==> src/rtl/sel_pkg.sv <==
package sel_pkg;

    localparam int unsigned DEF_ADDR_W = 8;
    localparam int unsigned DEF_HOLD   = 32;

    typedef enum logic {
        SEL_IDLE   = 1'b0,
        SEL_ACTIVE = 1'b1
    } sel_state_e;

    function automatic int unsigned count_width(input int unsigned n);
        int unsigned w;
        w = $clog2(n + 1);
        return (w < 1) ? 1 : w;
    endfunction

endpackage

==> src/rtl/sel_shift.sv <==
module sel_shift #(
    parameter int unsigned W = 8
) (
    input  logic         clk,
    input  logic         rst,
    input  logic         bit_i,
    output logic [W-1:0] word_o
);
    logic [W-1:0] sr_q;

    generate
        if (W == 1) begin : g_single
            always_ff @(posedge clk) begin
                if (rst) sr_q <= '0;
                else     sr_q <= bit_i;
            end
        end else begin : g_multi
            // newest bit enters at the top, earliest ends at bit 0
            always_ff @(posedge clk) begin
                if (rst) sr_q <= '0;
                else     sr_q <= {bit_i, sr_q[W-1:1]};
            end
        end
    endgenerate

    assign word_o = sr_q;
endmodule

==> src/rtl/sel_latch.sv <==
module sel_latch #(
    parameter int unsigned W = 8
) (
    input  logic         clk,
    input  logic         rst,
    input  logic         load_i,
    input  logic [W-1:0] word_i,
    output logic [W-1:0] addr_o
);
    logic [W-1:0] addr_q;

    always_ff @(posedge clk) begin
        if (rst)         addr_q <= '0;
        else if (load_i) addr_q <= word_i;
    end

    assign addr_o = addr_q;
endmodule

==> src/rtl/sel_hold.sv <==
module sel_hold
    import sel_pkg::*;
#(
    parameter int unsigned HOLD = 32
) (
    input  logic clk,
    input  logic rst,
    input  logic load_i,
    output logic active_o
);
    localparam int unsigned CW = count_width(HOLD);
    localparam logic [CW-1:0] LOAD_VAL = CW'(HOLD - 1);

    sel_state_e    state_q;
    logic [CW-1:0] left_q;

    always_ff @(posedge clk) begin
        if (rst) begin
            state_q <= SEL_IDLE;
            left_q  <= '0;
        end else if (load_i) begin
            state_q <= SEL_ACTIVE;
            left_q  <= LOAD_VAL;
        end else if (state_q == SEL_ACTIVE) begin
            if (left_q == '0) state_q <= SEL_IDLE;
            else              left_q  <= left_q - 1'b1;
        end
    end

    assign active_o = (state_q == SEL_ACTIVE);
endmodule

==> src/rtl/sel_decode.sv <==
module sel_decode #(
    parameter int unsigned W = 8,
    parameter int unsigned N = 256
) (
    input  logic [W-1:0] addr_i,
    input  logic         en_i,
    output logic [N-1:0] sel_o
);
    for (genvar k = 0; k < N; k++) begin : g_line
        assign sel_o[k] = en_i && (addr_i == W'(k));
    end
endmodule

==> src/rtl/serial_line_select.sv <==
module serial_line_select
    import sel_pkg::*;
#(
    parameter int unsigned ADDR_W = DEF_ADDR_W,
    parameter int unsigned HOLD   = DEF_HOLD,
    localparam int unsigned LINES = 1 << ADDR_W
) (
    input  logic             clk,
    input  logic             rst,
    input  logic             addr_bit_i,
    input  logic             order_i,
    output logic [LINES-1:0] sel_o
);
    logic [ADDR_W-1:0] gathered;
    logic [ADDR_W-1:0] held_addr;
    logic              active;

    sel_shift #(.W(ADDR_W)) u_shift (
        .clk    (clk),
        .rst    (rst),
        .bit_i  (addr_bit_i),
        .word_o (gathered)
    );

    sel_latch #(.W(ADDR_W)) u_latch (
        .clk    (clk),
        .rst    (rst),
        .load_i (order_i),
        .word_i (gathered),
        .addr_o (held_addr)
    );

    sel_hold #(.HOLD(HOLD)) u_hold (
        .clk      (clk),
        .rst      (rst),
        .load_i   (order_i),
        .active_o (active)
    );

    sel_decode #(.W(ADDR_W), .N(LINES)) u_decode (
        .addr_i (held_addr),
        .en_i   (active),
        .sel_o  (sel_o)
    );
endmodule

==> config.mk <==
export PLATFORM = sky130hd
export DESIGN_NAME = serial_line_select
export DESIGN_NICKNAME = d
export VERILOG_FILES = /design/src/rtl/sel_pkg.sv /design/src/rtl/sel_shift.sv /design/src/rtl/sel_latch.sv /design/src/rtl/sel_hold.sv /design/src/rtl/sel_decode.sv /design/src/rtl/serial_line_select.sv
export SDC_FILE = /design/constraint.sdc
export NUM_CORES = 1
export LEC_CHECK = 0
export BUFFER_PORTS_ARGS = -buffer_cell sky130_fd_sc_hd__clkbuf_2
export CAP_MARGIN = 20
export CORE_AREA = 4 4 98 100
export CTS_BUF_LIST = sky130_fd_sc_hd__clkbuf_4 sky130_fd_sc_hd__clkbuf_8
export DETAILED_ROUTE_END_ITERATION = 10
export DIE_AREA = 0 0 102 104
export PLACE_DENSITY_LB_ADDON = 0.12
export SYNTH_ARGS = -nofsm -noshare
export SYNTH_HDL_FRONTEND = slang
export SYNTH_SLANG_ARGS = --single-unit
==> constraint.sdc <==
create_clock -name clk -period 1.6 [get_ports clk]
set_clock_uncertainty 0.05 [all_clocks]
set_input_delay 0.08 -clock clk [delete_from_list [all_inputs] [get_ports clk]]
set_output_delay 0.08 -clock clk [all_outputs]
set_load 0.02 [all_outputs]
# Word-level counts from Yosys, hierarchy flattened
# Cells that the tools add are included.
# op_classes
add_sub_neg,1
mul,0
div,0
order_cmp,0
n_eq_ne,256
n_shift,0
muxes,6
bitwise_logic,1
reduce_logical,262
# op_table
op,count
$eq 8x8->1 const B,128
$eq 8x7->1 const B,64
$eq 8x6->1 const B,32
$logic_and 1x1->1,256
$eq 8x5->1 const B,16
$eq 8x4->1 const B,8
$eq 8x3->1 const B,4
$eq 8x2->1 const B,2
$mux 5,3
$eq 8x1->1 const B,1
$logic_not 8->1,1
$logic_not 6->1,1
$sub 6x1->6 const B,1
$reduce_and 2->1,2
$mux 1,3
$ne 2x2->1 const B,1
$reduce_bool 2->1,1
$reduce_or 2->1,1
$not 1->1,1
# totals
register_bits,23
latchBits,0
ramBits,0
romBits,0
in_bits,4
out_inout_bits,256
word_cells,531
memories,0

# Longest topological paths before layout
# depth
depth_word,4
ltp_mapped,6
mapped_depth_nobuf,5

# Hierarchy
# A second synthesis with hierarchy kept.
# unflattened
hier_cells,454
area_unflattened_um2,2961.6
# modules_own_cells
mod,instances,cells_per_inst,area_each_um2,seq_area_each_um2
sel_decode,1,373,2099.5,0.0
sel_hold,1,39,366.6,140.1
sel_latch,1,26,285.3,160.2
sel_shift,1,16,210.2,160.2

# Worst setup path before layout
# Ideal clock, no wire load.
# synth_timing
path_type,register to register
start,register u_hold.left_q[0]
end,register u_hold.left_q[0]
setup_time_ps,92
t_arrival_ps,1527
required_ps,1458
setup_slack_ps,-69
stages_incl_launch_ff,7
n_path_buf,1
synth_period_minus_slack_ps,1669
path_cell_list,dfxtp_1 -> inv_1 -> ha_1 -> or4b_4 -> buf_6 -> o2111a_1 -> nor4_1
# synth_between
elab_chain_len,4
elab_cells_between_ends,7
classes_between,add/sub: 1; eq/ne: 1; mux: 3; reduce/logical: 2
# synth_rtl
item,line,text
"start, declared",sel_hold.sv:15,logic [CW-1:0] left_q;
"start signal, assigned",sel_hold.sv:26,else left_q <= left_q - 1'b1;
$sub 6x1->6,sel_hold.sv:26,
$mux 5,sel_hold.sv:25,if (left_q == '0) state_q <= SEL_IDLE;
$mux 5,sel_hold.sv:24,end else if (state_q == SEL_ACTIVE) begin
$mux 5,sel_hold.sv:21,end else if (load_i) begin
# Several ways; a longest one is shown, not always the timed one. The select of a mux whose other input is x is not followed.
# A chain may end at the register's enable or synchronous reset.

# Worst setup path in the final report
# layout_timing
start,"register u_latch.addr_q[2], in the netlist u_latch.addr_o[2]"
end,output port sel_o[3]
# layout_between
elab_chain_len,2
# layout_rtl
item,line,text
"start, declared",sel_latch.sv:10,logic [W-1:0] addr_q;
"start signal, assigned",sel_latch.sv:14,else if (load_i) addr_q <= word_i;
$eq 8x2->1,sel_decode.sv:10,assign sel_o[k] = en_i && (addr_i == W'(k));
$logic_and 1x1->1,sel_decode.sv:10,
"end, declared",serial_line_select.sv:12,output logic [LINES-1:0] sel_o
# No other way between the ends.

==> flow_summary.yaml <==
floorplan:
  die_area_um2: 10610
  core_region_area_um2: 8678
  start_util: 0.2631
  die_width_um: 102
  io_pins: 260
  fp.dieH_um: 104
  rows: 34
drt:
  wire_per_inst_um: 31.75
  drc: 0
  vias_per_cell: 6.258
  postRouteAntennaNets: 0
  vias: 5451
  wl_um: 27650
  drtPass1Iterations: 5
  drt_iter0_drc: 503
sta:
  max_slew.worst_pin.slew_ns: 0.5891
  rsz0062_at_grt: "yes"
  finalHoldViolations: 0
  drv_slew: 0
  setup_viol: 262
  slew_headroom: 0.6072
  fin_crit_ns: 2.036
  max_freq_mhz: 491.2
  period_share: 1.272
  setup_slack_ns: -0.4359
synthesis:
  ys.flop_type: "dfxtp_1"
  syn_avg_cell_area_um2: 5.201
  netlist_area_um2: 2283
  mappedNetlistNets: 445
  syn_inst: 439
  ys_seq_area_frac: 0.2016
  synth_cell_types: 33
  async_flop_share: 0
  yosysWarnings: 0
  synth_top_area_share: 0.4438
  synth-seq-cells: 23
  synth_edf_count: 0
  synth_area_leaders: "nor2_1, dfxtp_1, clkbuf_1"
  synth_top_area_cell: "nor2_1"
finish:
  fill_cells: 175
  area_delta_synth_final_pct: 263.8
  finish.instance_area_um2: 8307
  layout.nets: 770
  multi_input_area_um2: 3412
  drive_above_1_share: 0.8270
  antenna_cells: 0
  regArea_um2: 496.7
min_path:
  hp-class: "input pin to flop"
placement:
  place_hpwl_um: 10420
  dpl_cell_area_um2: 4125
  gp_routability_congestion: 0.8590
  io_buffers: 259
pwr:
  leakagePower_nw: 3.078
  p_seq_frac: 0.443
  power_mw: 1.380
  switching_power_uw: 452.2
  p_int_uw: 928.3
  switching_share: 0.3276
  ir_worst_vdd_uv: 509.4
  p_clk_frac: 0.290
  power.density_nw_per_um2: 166.2
  pwr-share-comb: 0.267
setup_path:
  critPathMaxStageDelay_ns: 0.38
  path_buf_inv: 2
  path_delay_family: "simple AND/OR/NAND/NOR gates"
  end_kind: "primary output"
  arrival_ns: 1.91
  cp-start-kind: "flop"
  cp_max_fo: 6
  crit_type: "flop to primary output"
  crit_chain: "buf_4, nor2_1, nand3_2, nor2_1, buf_4"
  worstPathRequired_ns: 1.47
  slowest_stage: "dfxtp_4"
clock_network:
  numClockSinks: 23
  cts-root-buf: "clkbuf_8"
  cts_tree: "built"
  clockBufferDepth: 2
  cts_buffers: 3
  insertion_delay_ns: 0.27
  cts_max_level: 1
  cts.clk_slew.worst_paths_ns: 0.09
grt:
  antenna_found_initial: 0
  gr-total-overflow: 0
  grt_pass1_wl_um: 24900
  grt_max_degree: 25
  grt_use_total: 0.2973
  grt_pass1_vias: 4165
status:
  violations: "negative setup slack"
  status: "finished with violations"
flow_run:
  max_cap_viol_count: 0
[final timing paths]
kind / startpoint / endpoint / slack [ns] / cells past startpoint
hold / removal: rst / u_shift.word_o[2] / 0.34 / 2
hold reg to reg: u_shift.word_o[4] / u_shift.word_o[3] / 0.43 / 1
setup reg to reg: u_hold.left_q[1] / u_hold.left_q[1] / -0.17 / 5
setup / recovery: u_latch.addr_o[2] / sel_o[3] / -0.44 / 5
[repair_timing]
action                                 4_1_cts  5_1_grt
pin swaps                                   65       93
resized for setup                          372      795
setup endpoints to repair                  257      262
buffers inserted                            17       12
gates cloned                                11       10
hold buffers                                 1        0
endpoints found under the hold margin        1        0
[synth_stat cells, drive strengths merged (3+ instances only)]
cell,number
nand3,16
nand2,21
mux2i,8
nor2b,16
clkbuf,45
nand4,3
dfxtp,23
nor2,270
a21oi,3
inv,4
[power groups by stage]
| stage | Clock [mW] | Combinational [mW] | Sequential, mW |
|---|---|---|---|
| after detailed placement | 0 | 0.182 | 0.625 |
| after floorplan | 0 | 0.123 | 0.619 |
| after global placement | 0 | 0.178 | 0.625 |
| after CTS | 0.378 | 0.242 | 0.606 |
| final | 0.400 | 0.368 | 0.612 |
| after global routing | 0.411 | 0.376 | 0.611 |
[logic make-up after synthesis]
logic type      Yosys count  share of synthesized area
flops                    23                     0.2016
simple gates            342                     0.6214
compound gates           13                    0.04384
fa+ha+maj                 2                    0.01096
mux                       8                    0.03507
buf+inv                  51                    0.08712
[cell type report]
class / instances / area share
Timing Repair Buffer: 367 / 0.5055
Multi-Input combinational cell: 365 / 0.4108
Sequential cell: 23 / 0.05980
Tap cell: 108 / 0.01627
Clock buffer: 4 / 0.005874
Inverter: 4 / 0.001808
[metal layers]
layer | part of all wire | vias up | GRT usage
met4 | 0.10 | 0 | 0.08622
met1 | 0.32 | 2574 | 0.3439
li1 | - | 2040 | -
met2 | 0.47 | 615 | 0.5283
met3 | 0.11 | 222 | 0.07646
met5 | 0 | - | 0
[metrics by stage]
stage	std cells	setup slack [ns]	TNS (ns)	util	hold WS, ns
4_1_cts	850	-0.1358	-13.17	0.6638	0.2633
3_3_place_gp	817	0.001273	0	0.4753	0.2447
2_1_floorplan	439	-0.06767	-7.188	-	0.1016
3_5_place_dp	817	-0.03347	-0.03347	0.4753	0.2449
6_report	871	-0.4359	-48.17	0.9572	0.3442
5_1_grt	871	-0.4728	-53.05	0.9572	0.3581
[placed cells by master (no fill, tap or decap), types with 3 or more instances in the layout]
master | netlist | final
nand3_1 | 16 | 4
nor2_2 | 0 | 28
buf_4 | 0 | 70
a21oi_1 | 3 | 3
clkbuf_16 | 0 | 9
nand2_8 | 0 | 8
nand4_1 | 3 | 3
clkbuf_2 | 0 | 33
buf_6 | 1 | 167
mux2i_1 | 8 | 8
dfxtp_1 | 23 | 12
nor2_1 | 270 | 67
dfxtp_4 | 0 | 9
nor2_4 | 0 | 175
nand3_4 | 0 | 11
nor2b_1 | 16 | 9
buf_8 | 0 | 44
nand2_1 | 21 | 6
nand2_4 | 0 | 6
nor2b_2 | 0 | 3
nor2b_4 | 0 | 4
buf_12 | 0 | 25
clkbuf_4 | 0 | 11
buf_16 | 0 | 4
clkbuf_8 | 0 | 6
[registers in the layout, summed over array words and instances, names as in the netlist]
register / flops
u_hold.left_q: 6
u_latch.addr_o: 8
u_shift.word_o: 8
u_hold.active_o: 1
No activity file was read; power rests on OpenSTA's default activity.
